### config.mk
export PLATFORM = sky130hd
export DESIGN_NAME = mod_addr_unit
export DESIGN_NICKNAME = d
export VERILOG_FILES = /design/src/rtl/maddr_pkg.sv /design/src/rtl/mod_cfg_regs.sv /design/src/rtl/mod_wrap.sv /design/src/rtl/mod_addr_unit.sv
export SDC_FILE = /design/constraint.sdc
export NUM_CORES = 1
export LEC_CHECK = 0
export ABC_CLOCK_PERIOD_IN_PS = 12170
export BUFFER_PORTS_ARGS = -buffer_cell sky130_fd_sc_hd__buf_2
export CORE_MARGIN = 5
export CORE_UTILIZATION = 55
export CTS_BUF_LIST = sky130_fd_sc_hd__clkbuf_8
export DETAILED_ROUTE_END_ITERATION = 6
export GPL_TIMING_DRIVEN = 0
export PLACE_DENSITY = 0.89
export REMOVE_ABC_BUFFERS = 1
export SLEW_MARGIN = 20
export SYNTH_ARGS = -nofsm -noshare
export SYNTH_HDL_FRONTEND = slang
export SYNTH_SLANG_ARGS = --single-unit
export TNS_END_PERCENT = 10
### constraint.sdc
create_clock -name clk -period 12.17 [get_ports clk]
set_input_delay 2.434 -clock clk [delete_from_list [all_inputs] [get_ports clk]]
set_output_delay 2.434 -clock clk [all_outputs]
set_load 0.005 [all_outputs]
### src/rtl/maddr_pkg.sv
package maddr_pkg;
  typedef enum logic [1:0] {
    AM_POST   = 2'b00,
    AM_PRE    = 2'b01,
    AM_OFFS   = 2'b10,
    AM_DIRECT = 2'b11
  } am_mode_e;
endpackage

### src/rtl/mod_cfg_regs.sv
module mod_cfg_regs #(
  parameter int AW = 16
) (
  input  logic          clk,
  input  logic          rst,
  input  logic          cfg_we,
  input  logic [AW-1:0] cfg_start,
  input  logic [AW-1:0] cfg_end,
  input  logic          cfg_up,
  input  logic          cfg_en,
  output logic [AW-1:0] lo_q,
  output logic [AW-1:0] hi_q,
  output logic          up_q,
  output logic          en_q
);
  always_ff @(posedge clk) begin
    if (rst) begin
      lo_q <= '0;
      hi_q <= '0;
      up_q <= 1'b1;
      en_q <= 1'b0;
    end else if (cfg_we) begin
      lo_q <= cfg_start;
      hi_q <= cfg_end;
      up_q <= cfg_up;
      en_q <= cfg_en;
    end
  end
endmodule

### src/rtl/mod_wrap.sv
module mod_wrap #(
  parameter int AW = 16,
  parameter int SW = 16
) (
  input  logic [AW-1:0] base,
  input  logic [SW-1:0] step,
  input  logic [AW-1:0] lo,
  input  logic [AW-1:0] hi,
  input  logic          up,
  input  logic          active,
  output logic [AW-1:0] fixed
);
  localparam int EW = AW + 2;

  logic signed [EW-1:0] base_x, step_x, sum_x, lo_x, hi_x, len_x, fix_x;
  logic over_hi, under_lo;

  always_comb begin
    base_x   = signed'({2'b00, base});
    step_x   = signed'({{(EW-SW){step[SW-1]}}, step});
    lo_x     = signed'({2'b00, lo});
    hi_x     = signed'({2'b00, hi});
    len_x    = hi_x - lo_x + EW'(1);
    sum_x    = base_x + step_x;
    over_hi  = up && (sum_x > hi_x);
    under_lo = !up && (sum_x < lo_x);
    if (active && over_hi)       fix_x = sum_x - len_x;
    else if (active && under_lo) fix_x = sum_x + len_x;
    else                         fix_x = sum_x;
    fixed = fix_x[AW-1:0];
  end
endmodule

### src/rtl/mod_addr_unit.sv
module mod_addr_unit
  import maddr_pkg::*;
#(
  parameter int AW = 16,
  parameter int SW = 16
) (
  input  logic          clk,
  input  logic          rst,
  input  logic          cfg_we,
  input  logic [AW-1:0] cfg_start,
  input  logic [AW-1:0] cfg_end,
  input  logic          cfg_up,
  input  logic          cfg_en,
  input  logic          req_valid,
  input  logic [AW-1:0] req_ptr,
  input  logic [SW-1:0] req_step,
  input  logic [1:0]    req_mode,
  input  logic          req_wr_path,
  input  logic          req_bitrev,
  output logic          out_valid,
  output logic [AW-1:0] out_ea,
  output logic          out_wb_en,
  output logic [AW-1:0] out_wb_data
);
  logic [AW-1:0] lo_q, hi_q, fixed, ea_d, wb_d;
  logic          up_q, en_q, active, wbe_d;
  am_mode_e      mode;

  mod_cfg_regs #(.AW(AW)) u_cfg (
    .clk(clk), .rst(rst), .cfg_we(cfg_we), .cfg_start(cfg_start),
    .cfg_end(cfg_end), .cfg_up(cfg_up), .cfg_en(cfg_en),
    .lo_q(lo_q), .hi_q(hi_q), .up_q(up_q), .en_q(en_q)
  );

  // write-path bit reversal takes priority over modulo correction
  assign active = en_q && !(req_wr_path && req_bitrev);

  mod_wrap #(.AW(AW), .SW(SW)) u_wrap (
    .base(req_ptr), .step(req_step), .lo(lo_q), .hi(hi_q),
    .up(up_q), .active(active), .fixed(fixed)
  );

  always_comb begin
    mode = am_mode_e'(req_mode);
    case (mode)
      AM_POST:   begin ea_d = req_ptr; wb_d = fixed;   wbe_d = 1'b1; end
      AM_PRE:    begin ea_d = fixed;   wb_d = fixed;   wbe_d = 1'b1; end
      AM_OFFS:   begin ea_d = fixed;   wb_d = req_ptr; wbe_d = 1'b0; end
      default:   begin ea_d = req_ptr; wb_d = req_ptr; wbe_d = 1'b0; end
    endcase
  end

  always_ff @(posedge clk) begin
    if (rst) begin
      out_valid   <= 1'b0;
      out_ea      <= '0;
      out_wb_en   <= 1'b0;
      out_wb_data <= '0;
    end else begin
      out_valid   <= req_valid;
      out_ea      <= ea_d;
      out_wb_en   <= req_valid && wbe_d;
      out_wb_data <= wb_d;
    end
  end

  // ---------------- assertions ----------------
  logic [AW:0] span_w, mag_up, mag_dn;
  logic        in_win;
  assign span_w = {1'b0, hi_q} - {1'b0, lo_q} + (AW+1)'(1);
  assign mag_up = (AW+1)'(req_step);
  assign mag_dn = (AW+1)'(~req_step + SW'(1));
  assign in_win = (hi_q >= lo_q) && (req_ptr >= lo_q) && (req_ptr <= hi_q);

  a_r11_valid_follows: assert property (@(posedge clk) disable iff (rst)
    req_valid |=> out_valid);
  a_r11_idle_no_wb: assert property (@(posedge clk) disable iff (rst)
    !req_valid |=> (!out_valid && !out_wb_en));
  a_r5_post_ea: assert property (@(posedge clk) disable iff (rst)
    (req_valid && req_mode == 2'b00) |=> (out_wb_en && out_ea == $past(req_ptr)));
  a_r6_pre_same: assert property (@(posedge clk) disable iff (rst)
    (req_valid && req_mode == 2'b01) |=> (out_wb_en && out_ea == out_wb_data));
  a_r7_offs_keep: assert property (@(posedge clk) disable iff (rst)
    (req_valid && req_mode == 2'b10) |=> (!out_wb_en && out_wb_data == $past(req_ptr)));
  a_r8_direct: assert property (@(posedge clk) disable iff (rst)
    (req_valid && req_mode == 2'b11) |=> (!out_wb_en && out_ea == $past(req_ptr)));
  a_r2_up_in_window: assert property (@(posedge clk) disable iff (rst)
    (req_valid && req_mode == 2'b01 && active && up_q && in_win &&
     !req_step[SW-1] && mag_up <= span_w)
    |=> (out_ea >= $past(lo_q) && out_ea <= $past(hi_q)));
  a_r3_dn_in_window: assert property (@(posedge clk) disable iff (rst)
    (req_valid && req_mode == 2'b01 && active && !up_q && in_win &&
     req_step[SW-1] && mag_dn <= span_w)
    |=> (out_ea >= $past(lo_q) && out_ea <= $past(hi_q)));
  a_r9_plain_sum: assert property (@(posedge clk) disable iff (rst)
    (req_valid && req_mode == 2'b01 && !en_q)
    |=> (out_ea == $past(req_ptr + AW'(req_step))));
endmodule

==> key figures <==
Run status
  • Status: finished clean

Die
  • IO Count: ~110
  • Die height: between 100 and 150 um
  • CORE AREA: 11,500 sq um
  • Initial core utilization: 56.4%
  • Die Wd: around 120 um
  • Die area: between 10,000 and 15,000 sq um
  • Row cnt: 39

Layout
  • Post-synthesis to final-layout area growth: 12.5%
  • # nets final: roughly 1,100
  • # diodes: 0
  • Share of cells above drive strength 1: between 10% and 20%

Setup path
  • Setup crit end kind: flip-flop
  • R2R cell count: 21
  • Crit path arrival time: 7.48 ns
  • Worst EP required: roughly 12 ns
  • CP max FO: 20
  • CP Class: input pin to flip-flop
  • Crit. Startpoint: req_ptr[0]
  • FF-to-FF Start: u_cfg.lo_q[2]
  • R2r endpoint: out_ea[15]
  • FF-to-FF setup slack: 7.15 ns
  • Crit path capture: out_wb_data[11]
  • Worst setup SP type: input pin

Synth
  • Syn_area_per_cell: around 8.3 sq um
  • Dominant synthesized flop cell: dfxtp_1
  • Synth warn: 0
  • Yosys reg bits: 68
  • Distinct cell type count after synthesis: 80
  • Synth async-reset ratio: 0%
  • Share of the synthesized area in the top cell type: a little over a fifth
  • Cell count after synthesis: roughly 800
  • Area leader, netlist: ha_1
  • Post-synth EDFFs: 0
  • Largest cells by area after synthesis: ha_1, dfxtp_1, mux2i_1
  • Sequential area share after synthesis: approximately a fifth
  • Synthesized cell area: approximately 6500 sq um

GRT
  • Grt met3 use: under 10%
  • Top Usage Layer GRT: met2
  • Gr ovfl total: 0
  • Overall Global Routing Usage: roughly 22%
  • Met2 Usage GRT: 35.3%
  • Vias in the first global route: 5,651
  • First-pass GRT wire length: 26,100 um
  • Largest net degree at the start of global routing: 70
  • Initial antenna violation count: 0
  • GRT met1 Usage: between 20 and 30%

Timing
  • Final hold vios: 0
  • RSZ-0062 raised after global routing: false
  • Crit path time final: roughly 7.2 ns
  • Setup TNS: 0 ns
  • Clock skew: between 0.01 and 0.015 ns
  • Max Clk Rate: between 0.1 and 0.15 GHz
  • Fin crit share: 59.3%
  • Setup-failing EPs final: 0
  • Max Slew Vio Count: 0
  • Slew margin rel.: about a third
  • Actual slew at the worst max-slew pin: 0.990 ns

Drt
  • Drt drc: 0
  • Drt first pass iters: 5
  • DRT antenna net count: 0
  • Vias: approximately 5,900
  • Initial DRC count: approximately 390
  • Post-Route WL: between 15,000 and 20,000 um
  • Vias per Instance: 5.76
  • Wire per inst: between 10 and 15 um

Power
  • Pwr Density: around 150 nW/um^2
  • Tot Pwr: 1.07 mW
  • Leakage power: between 3 and 4 nW
  • Max VDD drop: about 0.055 mV

Clock network
  • Post_cts resized: 0
  • Skew-Pair Late Insertion Delay: 0.36 ns
  • H-tree Lvls: 3
  • Root buf cell: clkbuf_8
  • Setup bufs post-CTS: 0
  • CTS buffer count: 9
  • # clock sinks: between 60 and 70
  • Clk slew on worst S/H paths: about 0.070 ns
  • Clock Path Buffers: 2
  • CTS tree: done
  • Post-CTS Hold Buffers: 0

Placement
  • DP HPWL: 12,200 um
  • Final GP Congestion: between 0.9 and 1
  • Port bufs: about 110

Run
  • Max cap viols: 0

Min path
  • Hold Crit Class: flip-flop to flip-flop
## registers in the layout, summed over array words and instances, names as in the netlist
register and cells:
out_wb_data 16, u_cfg.lo_q 16, out_ea 16, u_cfg.hi_q 16, u_cfg.en_q 1, out_wb_en 1, out_valid 1, u_cfg.up_q 1
## logic make-up after synthesis
| group | share of synthesized area [%] |
|---|---|
| muxes | 6.97 |
| and+or+nand+nor | 16.8 |
| buffers and inverters | 6.24 |
| AOI/OAI and AO/OA | 22.5 |
| DFF | 21.0 |
| adders and majority gates | 22.2 |
| xor gates and xnor gates | 4.32 |
## per-stage QoR
stage                     std cells  hold WS (ns)  utilization (%)  setup WS (ns)  area (sq um)
after global routing           1027         0.535             63.4           4.69          7310
after global placement         1010         0.472             61.6           3.67          7090
after detailed placement       1011         0.482             61.8           4.71          7120
final                          1027         0.496             63.4           4.95          7310
after floorplan                 760         0.460                -           5.14          6380
after CTS                      1027         0.501             63.4           5.05          7300
## metal layers
layer | vias to the layer above | share of wire (%)
met5 | - | 0
met4 | 0 | 1.7
met3 | 19 | 6.4
met2 | 194 | 45
met1 | 2683 | 47
li1 | 3016 | -
## report_power, final
group,switching (mW),internal (mW)
Clock,0.0864,0.0920
Sequential,0.00749,0.244
Combinational,0.372,0.264
## worst min-delay path by stage
| stage | to | slack, ns | cells past startpoint | startpoint |
|---|---|---|---|---|
| after floorplan | u_cfg.hi_q[1] | 0.46 | 2 | u_cfg.hi_q[1] |
| after global placement | u_cfg.lo_q[12] | 0.47 | 2 | u_cfg.lo_q[12] |
| after detailed placement | u_cfg.lo_q[2] | 0.48 | 2 | u_cfg.lo_q[2] |
| after CTS | u_cfg.hi_q[1] | 0.50 | 2 | u_cfg.hi_q[1] |
| after global routing | u_cfg.hi_q[1] | 0.53 | 2 | u_cfg.hi_q[1] |
| final | u_cfg.hi_q[1] | 0.50 | 2 | u_cfg.hi_q[1] |
## cells in the final DEF (no fill, tap or decap), types with 5 or more instances in the layout
cell type    n
inv_1       79
xnor2_1     25
o221ai_1     5
buf_2      106
nor2_1      85
a21oi_1     54
mux2i_1     43
nand2b_1    12
o22ai_1      5
o21bai_1    11
o21ai_0     19
nor3_1      18
nor2b_1     11
nand3_1     20
or2_2        5
a221o_1      7
ha_1       109
a21o_1      15
a211oi_1    15
dfxtp_1     68
nand2_1     41
xor2_1       7
o21ai_1      8
clkbuf_8     9
o21a_1       7
## Yosys cell counts, types with 12 or more instances
| cell type | count |
|---|---|
| nand3_1 | 20 |
| dfxtp_1 | 68 |
| a21o_1 | 15 |
| nand2_1 | 41 |
| nor3_1 | 18 |
| nand2b_1 | 12 |
| a21oi_1 | 54 |
| xnor2_1 | 25 |
| nor2_1 | 85 |
| mux2i_1 | 43 |
| inv_1 | 77 |
| o21ai_0 | 19 |
| ha_1 | 109 |
| a211oi_1 | 16 |
## worst max-delay path, cell delays in order
cell and delay, ns:
buf_2 0.11, ha_1 0.24, fa_1 0.41, a21oi_1 0.25, o21ai_1 0.19, a21oi_1 0.27, o21bai_1 0.09, a21oi_1 0.18
xnor2_1 0.34, ha_1 0.35, and4_1 0.22, a2111o_1 0.41, a21oi_1 0.29, o211a_1 0.25, a211o_1 0.60, or2b_1 0.28
o311ai_0 0.11, a22oi_1 0.18, a211oi_1 0.26
## area by class of cell
| cell class | count | area, sq um |
|---|---|---|
| inverter | 77 | 289 |
| multi-input combinational | 615 | 4740 |
| timing repair buffer | 108 | 553 |
| sequential | 68 | 1360 |
| tap | 143 | 179 |
| clock buffer | 9 | 124 |
| clock inverter | 7 | 60.1 |
| fill | 982 | 4210 |
(Power assumes the default switching activity.)
